===== config.mk =====
export PLATFORM = sky130hd
export DESIGN_NAME = ipi_tmr_intc
export DESIGN_NICKNAME = d
export VERILOG_FILES = /design/src/rtl/ipi_tmr_pkg.sv /design/src/rtl/ipi_tmr_wdec.sv /design/src/rtl/ipi_tmr_pend.sv /design/src/rtl/ipi_tmr_rmux.sv /design/src/rtl/ipi_tmr_intc.sv
export SDC_FILE = /design/constraint.sdc
export NUM_CORES = 1
export LEC_CHECK = 0
export BUFFER_PORTS_ARGS = -buffer_cell sky130_fd_sc_hd__buf_2
export CORE_MARGIN = 4
export CORE_UTILIZATION = 38
export CTS_CLUSTER_DIAMETER = 40
export CTS_CLUSTER_SIZE = 10
export DETAILED_ROUTE_END_ITERATION = 12
export GPL_TIMING_DRIVEN = 0
export HOLD_SLACK_MARGIN = 0.15
export MAX_ROUTING_LAYER = met4
export PLACE_DENSITY = 0.8
export SYNTH_ARGS = -nofsm -noshare
export SYNTH_HDL_FRONTEND = slang
export SYNTH_SLANG_ARGS = --single-unit
export TNS_END_PERCENT = 10

===== constraint.sdc =====
create_clock -name clk -period 1.51 [get_ports clk]
set_input_delay 0.0755 -clock clk [delete_from_list [all_inputs] [get_ports clk]]
set_output_delay 0.0755 -clock clk [all_outputs]
set_load 0.02 [all_outputs]

===== src/rtl/ipi_tmr_pkg.sv =====
package ipi_tmr_pkg;
  localparam int FIELD_W    = 4;
  localparam int REQ_LSB    = 12;
  localparam int IPICLR_LSB = 8;
  localparam int TMRCLR_LSB = 4;
  localparam int ACK_BIT    = 28;
  localparam int ID_W       = 2;

  typedef enum logic [1:0] {
    SEL_MISC   = 2'd0,
    SEL_IPI    = 2'd1,
    SEL_TMR    = 2'd2,
    SEL_IPIREQ = 2'd3
  } reg_sel_e;

  typedef struct packed {
    logic [FIELD_W-1:0] ipi_set;
    logic [FIELD_W-1:0] ipi_clr;
    logic [FIELD_W-1:0] tmr_clr;
    logic               bad;
  } wr_cmd_t;
endpackage


===== src/rtl/ipi_tmr_wdec.sv =====
module ipi_tmr_wdec
  import ipi_tmr_pkg::*;
#(
  parameter int DATA_W = 32
) (
  input  logic              wr_en_i,
  input  logic [1:0]        sel_i,
  input  logic [DATA_W-1:0] wdata_i,
  output wr_cmd_t           cmd_o
);
  logic [FIELD_W-1:0] low_mask;
  assign low_mask = wdata_i[FIELD_W-1:0];

  always_comb begin
    cmd_o = '0;
    if (wr_en_i) begin
      unique case (reg_sel_e'(sel_i))
        SEL_MISC: begin
          cmd_o.ipi_set = wdata_i[REQ_LSB    +: FIELD_W];
          cmd_o.ipi_clr = wdata_i[IPICLR_LSB +: FIELD_W];
          cmd_o.tmr_clr = wdata_i[TMRCLR_LSB +: FIELD_W];
          cmd_o.bad     = (wdata_i[REQ_LSB+FIELD_W-1:TMRCLR_LSB] == '0)
                          && !wdata_i[ACK_BIT];
        end
        SEL_IPI: begin
          cmd_o.ipi_clr = low_mask;
          cmd_o.bad     = (low_mask == '0);
        end
        SEL_TMR: begin
          cmd_o.tmr_clr = low_mask;
          cmd_o.bad     = (low_mask == '0);
        end
        SEL_IPIREQ: begin
          cmd_o.ipi_set = low_mask;
          cmd_o.bad     = (low_mask == '0);
        end
        default: cmd_o = '0;
      endcase
    end
  end
endmodule


===== src/rtl/ipi_tmr_pend.sv =====
module ipi_tmr_pend #(
  parameter int N        = 4,
  parameter bit SET_WINS = 1'b0,
  parameter bit WARN_EN  = 1'b1
) (
  input  logic         clk,
  input  logic         rst_n,
  input  logic [N-1:0] set_i,
  input  logic [N-1:0] clr_i,
  output logic [N-1:0] pend_o,
  output logic         warn_o
);
  logic [N-1:0] pend_q;
  logic [N-1:0] pend_d;
  logic [N-1:0] bit_warn;

  for (genvar i = 0; i < N; i++) begin : g_bit
    if (SET_WINS) begin : g_set_first
      assign pend_d[i] = set_i[i] | (pend_q[i] & ~clr_i[i]);
    end else begin : g_clr_last
      assign pend_d[i] = (pend_q[i] | set_i[i]) & ~clr_i[i];
    end
    if (WARN_EN) begin : g_warn
      assign bit_warn[i] = (set_i[i] & pend_q[i])
                         | (clr_i[i] & ~pend_q[i] & ~set_i[i]);
    end else begin : g_nowarn
      assign bit_warn[i] = 1'b0;
    end
  end

  always_ff @(posedge clk) begin
    if (!rst_n) pend_q <= '0;
    else        pend_q <= pend_d;
  end

  assign pend_o = pend_q;
  assign warn_o = |bit_warn;
endmodule


===== src/rtl/ipi_tmr_rmux.sv =====
module ipi_tmr_rmux
  import ipi_tmr_pkg::*;
#(
  parameter int N      = 4,
  parameter int DATA_W = 32
) (
  input  logic [1:0]        sel_i,
  input  logic [ID_W-1:0]   cpu_id_i,
  input  logic [N-1:0]      ipi_i,
  input  logic [N-1:0]      tmr_i,
  output logic [DATA_W-1:0] rdata_o
);
  logic [FIELD_W-1:0] ipi_f;
  logic [FIELD_W-1:0] tmr_f;
  assign ipi_f = FIELD_W'(ipi_i);
  assign tmr_f = FIELD_W'(tmr_i);

  always_comb begin
    rdata_o = '0;
    unique case (reg_sel_e'(sel_i))
      SEL_MISC: begin
        rdata_o[ID_W-1:0]                = cpu_id_i;
        rdata_o[TMRCLR_LSB +: FIELD_W]   = tmr_f;
        rdata_o[IPICLR_LSB +: FIELD_W]   = ipi_f;
      end
      SEL_IPI:    rdata_o[FIELD_W-1:0] = ipi_f;
      SEL_TMR:    rdata_o[FIELD_W-1:0] = tmr_f;
      SEL_IPIREQ: rdata_o = '0;
      default:    rdata_o = '0;
    endcase
  end
endmodule


===== src/rtl/ipi_tmr_intc.sv =====
module ipi_tmr_intc
  import ipi_tmr_pkg::*;
#(
  parameter int NUM_CPU = 4,
  parameter int DATA_W  = 32
) (
  input  logic               clk,
  input  logic               rst_n,
  input  logic               tick_i,
  input  logic               wr_en_i,
  input  logic [1:0]         sel_i,
  input  logic [DATA_W-1:0]  wdata_i,
  input  logic [1:0]         cpu_id_i,
  output logic [DATA_W-1:0]  rdata_o,
  output logic [NUM_CPU-1:0] ipi_irq_o,
  output logic [NUM_CPU-1:0] tmr_irq_o,
  output logic               warn_o,
  output logic               err_o
);
  localparam logic [NUM_CPU-1:0] ALL_CPU = '1;

  wr_cmd_t      cmd;
  logic         ipi_warn;
  logic         tmr_warn;
  logic         warn_q;
  logic         err_q;
  logic [NUM_CPU-1:0] tick_set;

  ipi_tmr_wdec #(.DATA_W(DATA_W)) u_wdec (
    .wr_en_i (wr_en_i),
    .sel_i   (sel_i),
    .wdata_i (wdata_i),
    .cmd_o   (cmd)
  );

  ipi_tmr_pend #(.N(NUM_CPU), .SET_WINS(1'b0), .WARN_EN(1'b1)) u_ipi (
    .clk    (clk),
    .rst_n  (rst_n),
    .set_i  (cmd.ipi_set[NUM_CPU-1:0]),
    .clr_i  (cmd.ipi_clr[NUM_CPU-1:0]),
    .pend_o (ipi_irq_o),
    .warn_o (ipi_warn)
  );

  assign tick_set = tick_i ? ALL_CPU : '0;

  ipi_tmr_pend #(.N(NUM_CPU), .SET_WINS(1'b1), .WARN_EN(1'b0)) u_tmr (
    .clk    (clk),
    .rst_n  (rst_n),
    .set_i  (tick_set),
    .clr_i  (cmd.tmr_clr[NUM_CPU-1:0]),
    .pend_o (tmr_irq_o),
    .warn_o (tmr_warn)
  );

  always_ff @(posedge clk) begin
    if (!rst_n) begin
      warn_q <= 1'b0;
      err_q  <= 1'b0;
    end else begin
      warn_q <= ipi_warn | tmr_warn;
      err_q  <= cmd.bad;
    end
  end

  assign warn_o = warn_q;
  assign err_o  = err_q;

  ipi_tmr_rmux #(.N(NUM_CPU), .DATA_W(DATA_W)) u_rmux (
    .sel_i    (sel_i),
    .cpu_id_i (cpu_id_i),
    .ipi_i    (ipi_irq_o),
    .tmr_i    (tmr_irq_o),
    .rdata_o  (rdata_o)
  );
endmodule


==> results.sh, run 1 <==
export IMPL_worstRegToRegCells=3
export IMPL_wl_per_cell_um=12.8
export IMPL_cts_tree="built"
export IMPL_fin_nets=233
export IMPL_io_pins=82
export IMPL_cp_end_kind="flip-flop"
export IMPL_ys_ff_latch=10
export IMPL_hold_start="wdata_i[9]"
export IMPL_synthTopCellsByCount="buf_4, dfxtp_1, and2_1"
export IMPL_diodes=0
export IMPL_n_fill_cell=221
export IMPL_ys_top_cells_by_area="dfxtp_1, buf_4, ha_1, and2_1, a22o_1"
export IMPL_synth_xor_area_share_pct=0
export IMPL_htreeDepth=1
export IMPL_grt_ovfl_total=0
export IMPL_ys_flop_type="dfxtp_1"
export IMPL_cts_num_sinks=10
export IMPL_path_class="in2reg"
export IMPL_synthSimpleGateAreaFrac_pct=21.8
export IMPL_cts_root_buf="clkbuf_4"
export IMPL_core_um2=2300
export IMPL_grt_pass1_vias=997
export IMPL_clk_latency_ns=0.26
export IMPL_dieArea_um2=3360
export IMPL_hold_depth=3
export IMPL_powerDensity_nw_per_um2=584
export IMPL_finalCriticalPeriod_ns=1.26
export IMPL_syn_area_um2=947
export IMPL_drive_above_1_share_pct=40.3
export IMPL_synth_area_mux_share_pct=0
export IMPL_grt_first_pass_wirelength_um=4350
export IMPL_drt_iter0_markers=17
export IMPL_synthCells=116
export IMPL_hold_viol_final=0
export IMPL_whs_endpoint="u_ipi.pend_o[1]$_SDFF_PN0_"
export IMPL_viasPerCell=5.05
export IMPL_grt_antenna_before_repair=0
export IMPL_max_vdd_ir_drop_uv=514
export IMPL_clockBufferDepth=2
export IMPL_worstReg2RegEnd="warn_o$_SDFF_PN0_"
export IMPL_critPathMaxFanout=10
export IMPL_numPlacedInstances=209
export IMPL_max_cap_violations=0
export IMPL_setup_viol=0
export IMPL_clkTransAtPathRegs_ns=0.06
export IMPL_synth_top_family_by_area="compound AO/OA/AOI/OAI gates"
export IMPL_finClkSkew_ns=0.000995
export IMPL_antenna_left=0
export IMPL_instances_no_fill=214
export IMPL_synth_edf_count=0
export IMPL_leakage_nw=0.712
export IMPL_outcome="completed"
export IMPL_required_ns=1.64
export IMPL_vias=1080
export IMPL_grt_start_max_net_pins=11
export IMPL_fp_dieW_um=57.9
export IMPL_synth_area_leader_cell="dfxtp_1"
export IMPL_numCtsBuffers=3
export IMPL_fmax_ghz=0.794
export IMPL_hpwl_um=2310
export IMPL_place_congestion=0.873
export IMPL_synth_compound_area_share_pct=30.1
export IMPL_reg2reg_from="u_ipi.pend_o[0]$_SDFF_PN0_"
export IMPL_hold_path_class="in2reg"
export IMPL_syn2layout_area_growth_pct=40.0
export IMPL_routed_wl_um=2750
export IMPL_ys_seq_area_share_pct=21.1
export IMPL_synthDistinctLibCells=34
export IMPL_drc=0
export IMPL_die_y_um=57.9
export IMPL_initial_core_util_pct=41.2
export IMPL_final_period_utilization_pct=83.4
export IMPL_drv_slew=0
export IMPL_rsz0062_at_grt="no"
export IMPL_synthAdderAreaFrac_pct=6.61
export IMPL_yosysMostFrequentCell="buf_4"
export IMPL_finalSetupTns_ns=0
export IMPL_async_reset_ff_share_pct=0
export IMPL_crit_arrival_ns=1.39
export IMPL_rows=17
export IMPL_yosysWarnings=0
export IMPL_synth_top_area_share_pct=21.1
export IMPL_syn_area_per_cell_um2=8.17
export IMPL_dr_pass1_iters=4
export IMPL_grtUsageTotal_pct=17.2
export IMPL_rrSetupSlack_ns=0.40
export IMPL_startpoint_type="input port"
export IMPL_io_buffer_count=46
-- metal layers --
metal,vias up,GRT usage [%],part of all wire (%),wire [um]
li1,521,-,-,-
met1,488,21.3,40,1110
met2,65,27.6,48,1310
met3,6,5.12,10,287
met4,0,3.64,1.5,40
met5,-,-,0,0
-- worst max-delay path, stage by stage --
cell	delay, ns
buf_2	0.10
inv_1	0.07
ha_1	0.18
buf_2	0.17
o21a_1	0.21
a32oi_1	0.26
o22a_1	0.21
a41oi_2	0.11
-- report_power, final --
part	internal [mW]	switching (mW)	total, mW
clock network	0.0916	0.0811	0.173
registers	0.279	0.0144	0.293
logic	0.131	0.178	0.309
total	0.502	0.273	0.775
-- area by class of cell --
type	instances	area (um2)	area share [%]
Buffer	25	178	13.4
Multi-Input combinational cell	97	629	47.5
Inverter	3	11.3	0.849
Sequential cell	10	200	15.1
Timing Repair Buffer	48	250	18.9
Clock buffer	3	22.5	1.70
Tap cell	28	35.0	2.64
-- what timing repair did --
action / 4_1_cts / 5_1_grt
hold buffers: 2 / 0
hold endpoints to repair: 5 / 0
buffers inserted: 0 / 0
gates resized for setup: 0 / 0
-- state kept, by name, summed over array words and instances (netlist names) --
signal        flops
err_o             1
u_ipi.pend_o      4
u_tmr.pend_o      4
warn_o            1
-- placed cells by master (no fill, tap or decap), drive strengths merged, types with 2 or more instances in the layout --
| master | count |
|---|---|
| buf | 71 |
| conb | 20 |
| dfxtp | 10 |
| and2 | 9 |
| a22oi | 6 |
| nand2 | 6 |
| a22o | 6 |
| o21a | 6 |
| a21boi | 6 |
| ha | 5 |
| nor2b | 3 |
| inv | 3 |
| and3 | 3 |
| clkbuf | 3 |
| o21ai | 3 |
| nor4 | 2 |
| o211ai | 2 |
| a21oi | 2 |
| nor3 | 2 |
| a32oi | 2 |
| o21bai | 2 |
| nand3 | 2 |
| dlygate4sd3 | 2 |
-- logic make-up after synthesis --
group,count (synthesis)
AOI/OAI and AO/OA,37
adders and majority gates,5
buffers and inverters,28
DFF,10
other,1
and+or+nand+nor,35
-- through the flow --
stage	area (um2)	util [%]	setup WS (ns)	power (mW)	hold slack, ns
6_report	1330	57.7	0.250	0.775	0.239
5_1_grt	1330	57.7	0.176	0.825	0.224
4_1_cts	1330	57.7	0.269	0.778	0.224
3_5_place_dp	1280	55.9	0.0209	0.600	0.347
3_3_place_gp	1280	55.9	0.0324	0.593	0.337
2_1_floorplan	1020	-	0.276	0.506	0.193
-- worst max-delay path by stage --
stage / start / endpoint / slack, ns
5_1_grt: sel_i[0] / warn_o$_SDFF_PN0_ / 0.18
6_report: sel_i[1] / warn_o$_SDFF_PN0_ / 0.25
2_1_floorplan: sel_i[1] / warn_o$_SDFF_PN0_ / 0.28
3_5_place_dp: sel_i[1] / warn_o$_SDFF_PN0_ / 0.02
3_3_place_gp: sel_i[1] / warn_o$_SDFF_PN0_ / 0.03
4_1_cts: sel_i[1] / warn_o$_SDFF_PN0_ / 0.27
No activity file was read; power rests on OpenSTA's default activity.
==> run 2, diff against run 1 <==
--- a/config.mk
+++ b/config.mk
@@ -5,9 +5,10 @@
 export SDC_FILE = /design/constraint.sdc
 export NUM_CORES = 1
 export LEC_CHECK = 0
+export ABC_AREA = 1
 export BUFFER_PORTS_ARGS = -buffer_cell sky130_fd_sc_hd__buf_2
 export CORE_MARGIN = 4
-export CORE_UTILIZATION = 38
+export CORE_UTILIZATION = 39
 export CTS_CLUSTER_DIAMETER = 40
 export CTS_CLUSTER_SIZE = 10
 export DETAILED_ROUTE_END_ITERATION = 12
==> constraint.sdc (replaced) <==
create_clock -name clk -period 1.2 [get_ports clk]
set_input_delay 0.06 -clock clk [delete_from_list [all_inputs] [get_ports clk]]
set_output_delay 0.06 -clock clk [all_outputs]
set_load 0.02 [all_outputs]
==> run 2 against run 1 <==
Net effect: hold slack worse by 0.046 ns; utilization increased by 4.4 points; combinational power grew 45%; flip-flop and latch count stayed put; clock power grew 35%; total power is 35% higher; synthesized cell count rose by 41%; non-clock buffer count rose by 11; final cell count increased by 29%; via count increased by 8.6%; highest routed layer unchanged.
==> results.sh, run 2 <==
export IMPL_path_cells="dlygate4sd3_1, inv_2, nor2_8, a21oi_1, nand2_1, nand3_1, nor2_1, nor2_1"
export IMPL_pwr_share_seq_pct=35.1
export IMPL_crit_arrival_ns=1.30
export IMPL_powerDensity_nw_per_um2=682
export IMPL_ys_seq_area_share_pct=19.8
export IMPL_seq_area_um2=204
export IMPL_hold_path_class="in2reg"
export IMPL_place_congestion=0.911
export IMPL_finalCriticalPeriod_ns=1.13
export IMPL_wl_per_cell_um=10.2
export IMPL_grt_ovfl_total=0
export IMPL_die_y_um=59.0
export IMPL_dr_pass1_iters=4
export IMPL_clk_latency_ns=0.27
export IMPL_antenna_left=0
export IMPL_grt_first_pass_wirelength_um=4580
export IMPL_p_sw_share_pct=37.2
export IMPL_n_fill_cell=240
export IMPL_htreeDepth=1
export IMPL_rows=18
export IMPL_viasPerCell=4.25
export IMPL_cp_top_family="buffers and inverters"
export IMPL_synth_top_family_by_area="simple AND/OR/NAND/NOR gates"
export IMPL_cp_end_kind="flip-flop"
export IMPL_crit_cells=8
export IMPL_initial_core_util_pct=40.9
export IMPL_yosysMostFrequentCell="nand2_1"
export IMPL_clockPowerShare_pct=22.2
export IMPL_grt_start_max_net_pins=11
export IMPL_final_common_cell="buf_2"
export IMPL_slowest_stage="dlygate4sd3_1"
export IMPL_max_vdd_ir_drop_uv=542
export IMPL_synth_compound_area_share_pct=15.1
export IMPL_synthTopCellsByCount="nand2_1, inv_1, buf_4"
export IMPL_hpwl_um=2200
export IMPL_core_um2=2480
export IMPL_ys_ff_latch=10
export IMPL_internal_power_mw=0.659
export IMPL_final_cell_mix="buf_2, nand2_1, inv_1, buf_4, conb_1"
export IMPL_crit_buf_inv=2
export IMPL_synth_top_area_share_pct=19.8
export IMPL_cpMostUsedCell="nor2_1"
export IMPL_critPathMaxFanout=8
export IMPL_vias=1173
export IMPL_synth_area_mux_share_pct=0
export IMPL_grt_pass1_vias=1063
export IMPL_synth_edf_count=0
export IMPL_numPlacedInstances=259
export IMPL_syn_area_um2=1010
export IMPL_cts_tree="built"
export IMPL_drive_above_1_share_pct=34.1
export IMPL_fin_nets=293
export IMPL_ys_top_cells_by_area="dfxtp_1, nand2_1, buf_4, inv_1, a21oi_1"
export IMPL_io_pins=82
export IMPL_dieArea_um2=3480
export IMPL_fmax_ghz=0.882
export IMPL_syn2layout_area_growth_pct=52.0
export IMPL_ys_flop_type="dfxtp_1"
export IMPL_instances_no_fill=276
export IMPL_drv_slew=0
export IMPL_rsz0062_at_grt="yes"
export IMPL_fp_dieW_um=59.0
export IMPL_drt_iter0_markers=23
export IMPL_drc=0
export IMPL_synthDistinctLibCells=23
export IMPL_multi_input_area_um2=602
export IMPL_cts_root_buf="clkbuf_4"
export IMPL_required_ns=1.36
export IMPL_synthAdderAreaFrac_pct=6.17
export IMPL_fin_ws_ns=0.0665
export IMPL_clkTransAtPathRegs_ns=0.06
export IMPL_hold_viol_final=0
export IMPL_final_period_utilization_pct=94.5
export IMPL_syn_area_per_cell_um2=6.18
export IMPL_pwr_share_comb_pct=42.7
export IMPL_max_stage_delay_ns=0.63
export IMPL_grt_antenna_before_repair=0
export IMPL_diodes=0
export IMPL_async_reset_ff_share_pct=0
export IMPL_synthCells=164
export IMPL_leakage_nw=0.904
export IMPL_numCtsBuffers=3
export IMPL_routed_wl_um=2830
export IMPL_hold_depth=6
export IMPL_path_class="in2reg"
export IMPL_synth_xor_area_share_pct=0
export IMPL_max_cap_violations=0
export IMPL_worstRegToRegCells=6
export IMPL_cts_num_sinks=10
export IMPL_startpoint_type="input port"
export IMPL_yosysWarnings=0
export IMPL_finalSetupTns_ns=0
export IMPL_clockBufferDepth=2
export IMPL_outcome="completed"
export IMPL_synthSimpleGateAreaFrac_pct=29.6
export IMPL_finClkSkew_ns=0.000136
export IMPL_grtUsageTotal_pct=17.9
export IMPL_io_buffer_count=46
export IMPL_synth_area_leader_cell="dfxtp_1"
export IMPL_preCtsSetupSlack_ns=-0.105
export IMPL_p_sw_mw=0.391
export IMPL_setup_viol=0
## run 2: changes by cell type in the layout (fill, tap and decap cells not counted), moves of 9 or more
cell,before,now
a21oi_1,2,17
and2_1,9,0
dlygate4sd3_1,2,16
inv_1,3,23
nand2_1,6,43
## run 2: cell families after synthesis
logic type,count (synthesis)
buffers and inverters,51
AOI/OAI and AO/OA,28
other,1
adders and majority gates,5
and+or+nand+nor,69
DFF,10
## run 2: metal layers
| metal | share of wire (%) | track usage (%) |
|---|---|---|
| met1 | 39 | 20.1 |
| met2 | 53 | 31.1 |
| met3 | 6.7 | 4.36 |
| met4 | 1.0 | 5.83 |
| met5 | 0 | - |
## run 2: path summary, 6_finish.rpt
kind / from / end / slack (ns)
hold / removal: wdata_i[28] / err_o$_SDFF_PN0_ / 0.19
hold reg to reg: u_tmr.pend_o[3]$_SDFF_PN0_ / u_tmr.pend_o[3]$_SDFF_PN0_ / 0.51
setup / recovery: wr_en_i / warn_o$_SDFF_PN0_ / 0.07
setup reg to reg: u_ipi.pend_o[2]$_SDFF_PN0_ / warn_o$_SDFF_PN0_ / 0.31
## run 2: metrics by stage
step / instance area, um2 / hold slack (ns) / utilization [%] / power (mW)
2_1_floorplan: 1080 / 0.176 / - / 0.665
3_3_place_gp: 1350 / 0.305 / 54.6 / 0.776
3_5_place_dp: 1350 / 0.308 / 54.6 / 0.779
4_1_cts: 1540 / 0.191 / 62.0 / 1.05
5_1_grt: 1540 / 0.212 / 62.2 / 1.13
6_report: 1540 / 0.193 / 62.2 / 1.05
## run 2: power groups by stage
| stage | Combinational (mW) | Sequential [mW] | Clock (mW) |
|---|---|---|---|
| 6_report | 0.449 | 0.368 | 0.233 |
| 4_1_cts | 0.445 | 0.367 | 0.238 |
| 3_3_place_gp | 0.401 | 0.374 | 0 |
| 3_5_place_dp | 0.404 | 0.375 | 0 |
| 2_1_floorplan | 0.271 | 0.394 | 0 |
| 5_1_grt | 0.495 | 0.372 | 0.259 |
## run 2: area by class of cell
class,instances,area share (%)
Multi-Input combinational cell,122,39.1
Timing Repair Buffer,60,24.7
Sequential cell,10,13.2
Buffer,24,12.5
Inverter,27,6.58
Tap cell,30,2.44
Clock buffer,3,1.46
## run 2: worst min-delay path, stage by stage
cell and delay [ns]:
buf_2 0.07, nor2_1 0.03, nand3_1 0.07, nor3_1 0.05, nand3_1 0.08, a21oi_1 0.06
## run 2: timing repair
action / CTS / global route
setup buffers: 0 / 0
endpoints found under the setup margin: 0 / 4
endpoints found under the hold margin: 5 / 0
resized for setup: 0 / 6
hold buffers: 16 / 0
==> run 3, diff against run 2 <==
--- a/config.mk
+++ b/config.mk
@@ -6,16 +6,15 @@
 export NUM_CORES = 1
 export LEC_CHECK = 0
 export ABC_AREA = 1
-export BUFFER_PORTS_ARGS = -buffer_cell sky130_fd_sc_hd__buf_2
 export CORE_MARGIN = 4
-export CORE_UTILIZATION = 39
+export CORE_UTILIZATION = 35
 export CTS_CLUSTER_DIAMETER = 40
 export CTS_CLUSTER_SIZE = 10
 export DETAILED_ROUTE_END_ITERATION = 12
+export DONT_BUFFER_PORTS = 1
 export GPL_TIMING_DRIVEN = 0
 export HOLD_SLACK_MARGIN = 0.15
 export MAX_ROUTING_LAYER = met4
-export PLACE_DENSITY = 0.8
 export SYNTH_ARGS = -nofsm -noshare
 export SYNTH_HDL_FRONTEND = slang
 export SYNTH_SLANG_ARGS = --single-unit
==> run 3 against run 2 <==
Net effect: sequential power rose by 8.2%; die area rose by 9.8%; flip-flop and latch count did not move; critical endpoint is now err_o$_SDFF_PN0_; largest power group is now sequential cells.
==> results.sh, run 3 (synthesis gave the netlist of run 2 again) <==
export IMPL_grt_antenna_before_repair=0
export IMPL_drc=0
export IMPL_clkTransAtPathRegs_ns=0.06
export IMPL_fin_ws_ns=0.0414
export IMPL_numCtsBuffers=3
export IMPL_preCtsSetupSlack_ns=-0.0203
export IMPL_diodes=0
export IMPL_finalCriticalPeriod_ns=1.16
export IMPL_rows=19
export IMPL_clk_latency_ns=0.27
export IMPL_drv_slew=0
export IMPL_fmax_ghz=0.863
export IMPL_numPlacedInstances=214
export IMPL_grt_first_pass_wirelength_um=4510
export IMPL_syn2layout_area_growth_pct=37.7
export IMPL_critPathMaxFanout=2
export IMPL_setup_viol=0
export IMPL_htreeDepth=1
export IMPL_max_cap_violations=0
export IMPL_final_common_cell="nand2_1"
export IMPL_hpwl_um=2320
export IMPL_finalPower_mw=1.00
export IMPL_clockBufferDepth=2
export IMPL_routed_wl_um=2910
export IMPL_finClkSkew_ns=0.0000998
export IMPL_startpoint_type="input port"
export IMPL_cts_tree="built"
export IMPL_outcome="completed"
export IMPL_cts_root_buf="clkbuf_4"
export IMPL_final_period_utilization_pct=96.6
export IMPL_core_um2=2760
export IMPL_cts_num_sinks=10
export IMPL_io_buffer_count=0
export IMPL_drive_above_1_share_pct=22.7
export IMPL_wl_per_cell_um=12.2
export IMPL_crit_arrival_ns=1.36
export IMPL_leakage_nw=0.735
export IMPL_final_cell_mix="nand2_1, inv_1, buf_4, conb_1, dlygate4sd3_1"
export IMPL_cp_end_kind="flip-flop"
export IMPL_drt_iter0_markers=21
export IMPL_powerDensity_nw_per_um2=720
export IMPL_grt_start_max_net_pins=11
export IMPL_hold_path_class="in2reg"
export IMPL_dpl_cell_area_um2=1120
export IMPL_path_class="in2reg"
export IMPL_grt_pass1_vias=1040
export IMPL_finalSetupTns_ns=0
export IMPL_viasPerCell=4.58
export IMPL_fin_nets=254
export IMPL_rsz0062_at_grt="no"
export IMPL_fp_dieW_um=61.8
export IMPL_die_y_um=61.8
export IMPL_instances_no_fill=238
export IMPL_grt_ovfl_total=0
export IMPL_dieArea_um2=3820
export IMPL_vias=1091
export IMPL_fin_area_um2=1400
export IMPL_grtUsageTotal_pct=16.3
export IMPL_max_vdd_ir_drop_uv=445
export IMPL_place_congestion=0.938
export IMPL_antenna_left=0
export IMPL_initial_core_util_pct=36.8
export IMPL_io_pins=82
export IMPL_dr_pass1_iters=4
export IMPL_required_ns=1.40
export IMPL_hold_viol_final=0
==> run 3: metrics by stage <==
step / hold slack [ns] / util (%)
after floorplan: 0.176 / -
after global placement: 0.189 / 40.7
after detailed placement: 0.188 / 40.7
after CTS: 0.151 / 50.1
after global routing: 0.203 / 50.6
final: 0.147 / 50.6
==> run 3: report_power, final <==
group	leakage [nW]	switching [mW]	internal, mW
combinational	0.636	0.218	0.161
clock	0.0138	0.111	0.116
sequential	0.0849	0.0446	0.354
==> run 3: critical path: stages <==
cell and delay [ns]:
dlygate4sd3_1 0.56, nand2_1 0.06, dlygate4sd3_1 0.57, a21oi_2 0.10
==> run 3: routing by layer <==
layer / GRT usage, % / part of all wire [%]
met5: - / 0
met4: 7.88 / 2.9
met3: 2.48 / 8.5
met2: 28.1 / 48
met1: 18.2 / 41
==> run 3: worst paths after layout <==
| check | from | endpoint | slack (ns) | cells past startpoint |
|---|---|---|---|---|
| hold / removal | wr_en_i | u_ipi.pend_o[1]$_SDFF_PN0_ | 0.15 | 4 |
| setup / recovery | rst_n | err_o$_SDFF_PN0_ | 0.04 | 4 |
| hold reg to reg | u_tmr.pend_o[0]$_SDFF_PN0_ | u_tmr.pend_o[0]$_SDFF_PN0_ | 0.56 | 2 |
| setup reg to reg | u_ipi.pend_o[2]$_SDFF_PN0_ | warn_o$_SDFF_PN0_ | 0.26 | 6 |
==> run 3: cell type report <==
type | instances | area, um2
well taps | 31 | 38.8
clock buffers | 3 | 22.5
multi-input cells | 122 | 617
repair buffers | 21 | 213
plain buffers | 24 | 193
fillers | 280 | 1360
inverters | 27 | 101
flip-flops and latches | 10 | 210
==> run 3: timing repair <==
item,CTS,global route
resized for setup,12,3
pin swaps,0,0
hold buffers,21,0
buffers inserted,0,0
endpoints found under the setup margin,4,3
endpoints found under the hold margin,10,0
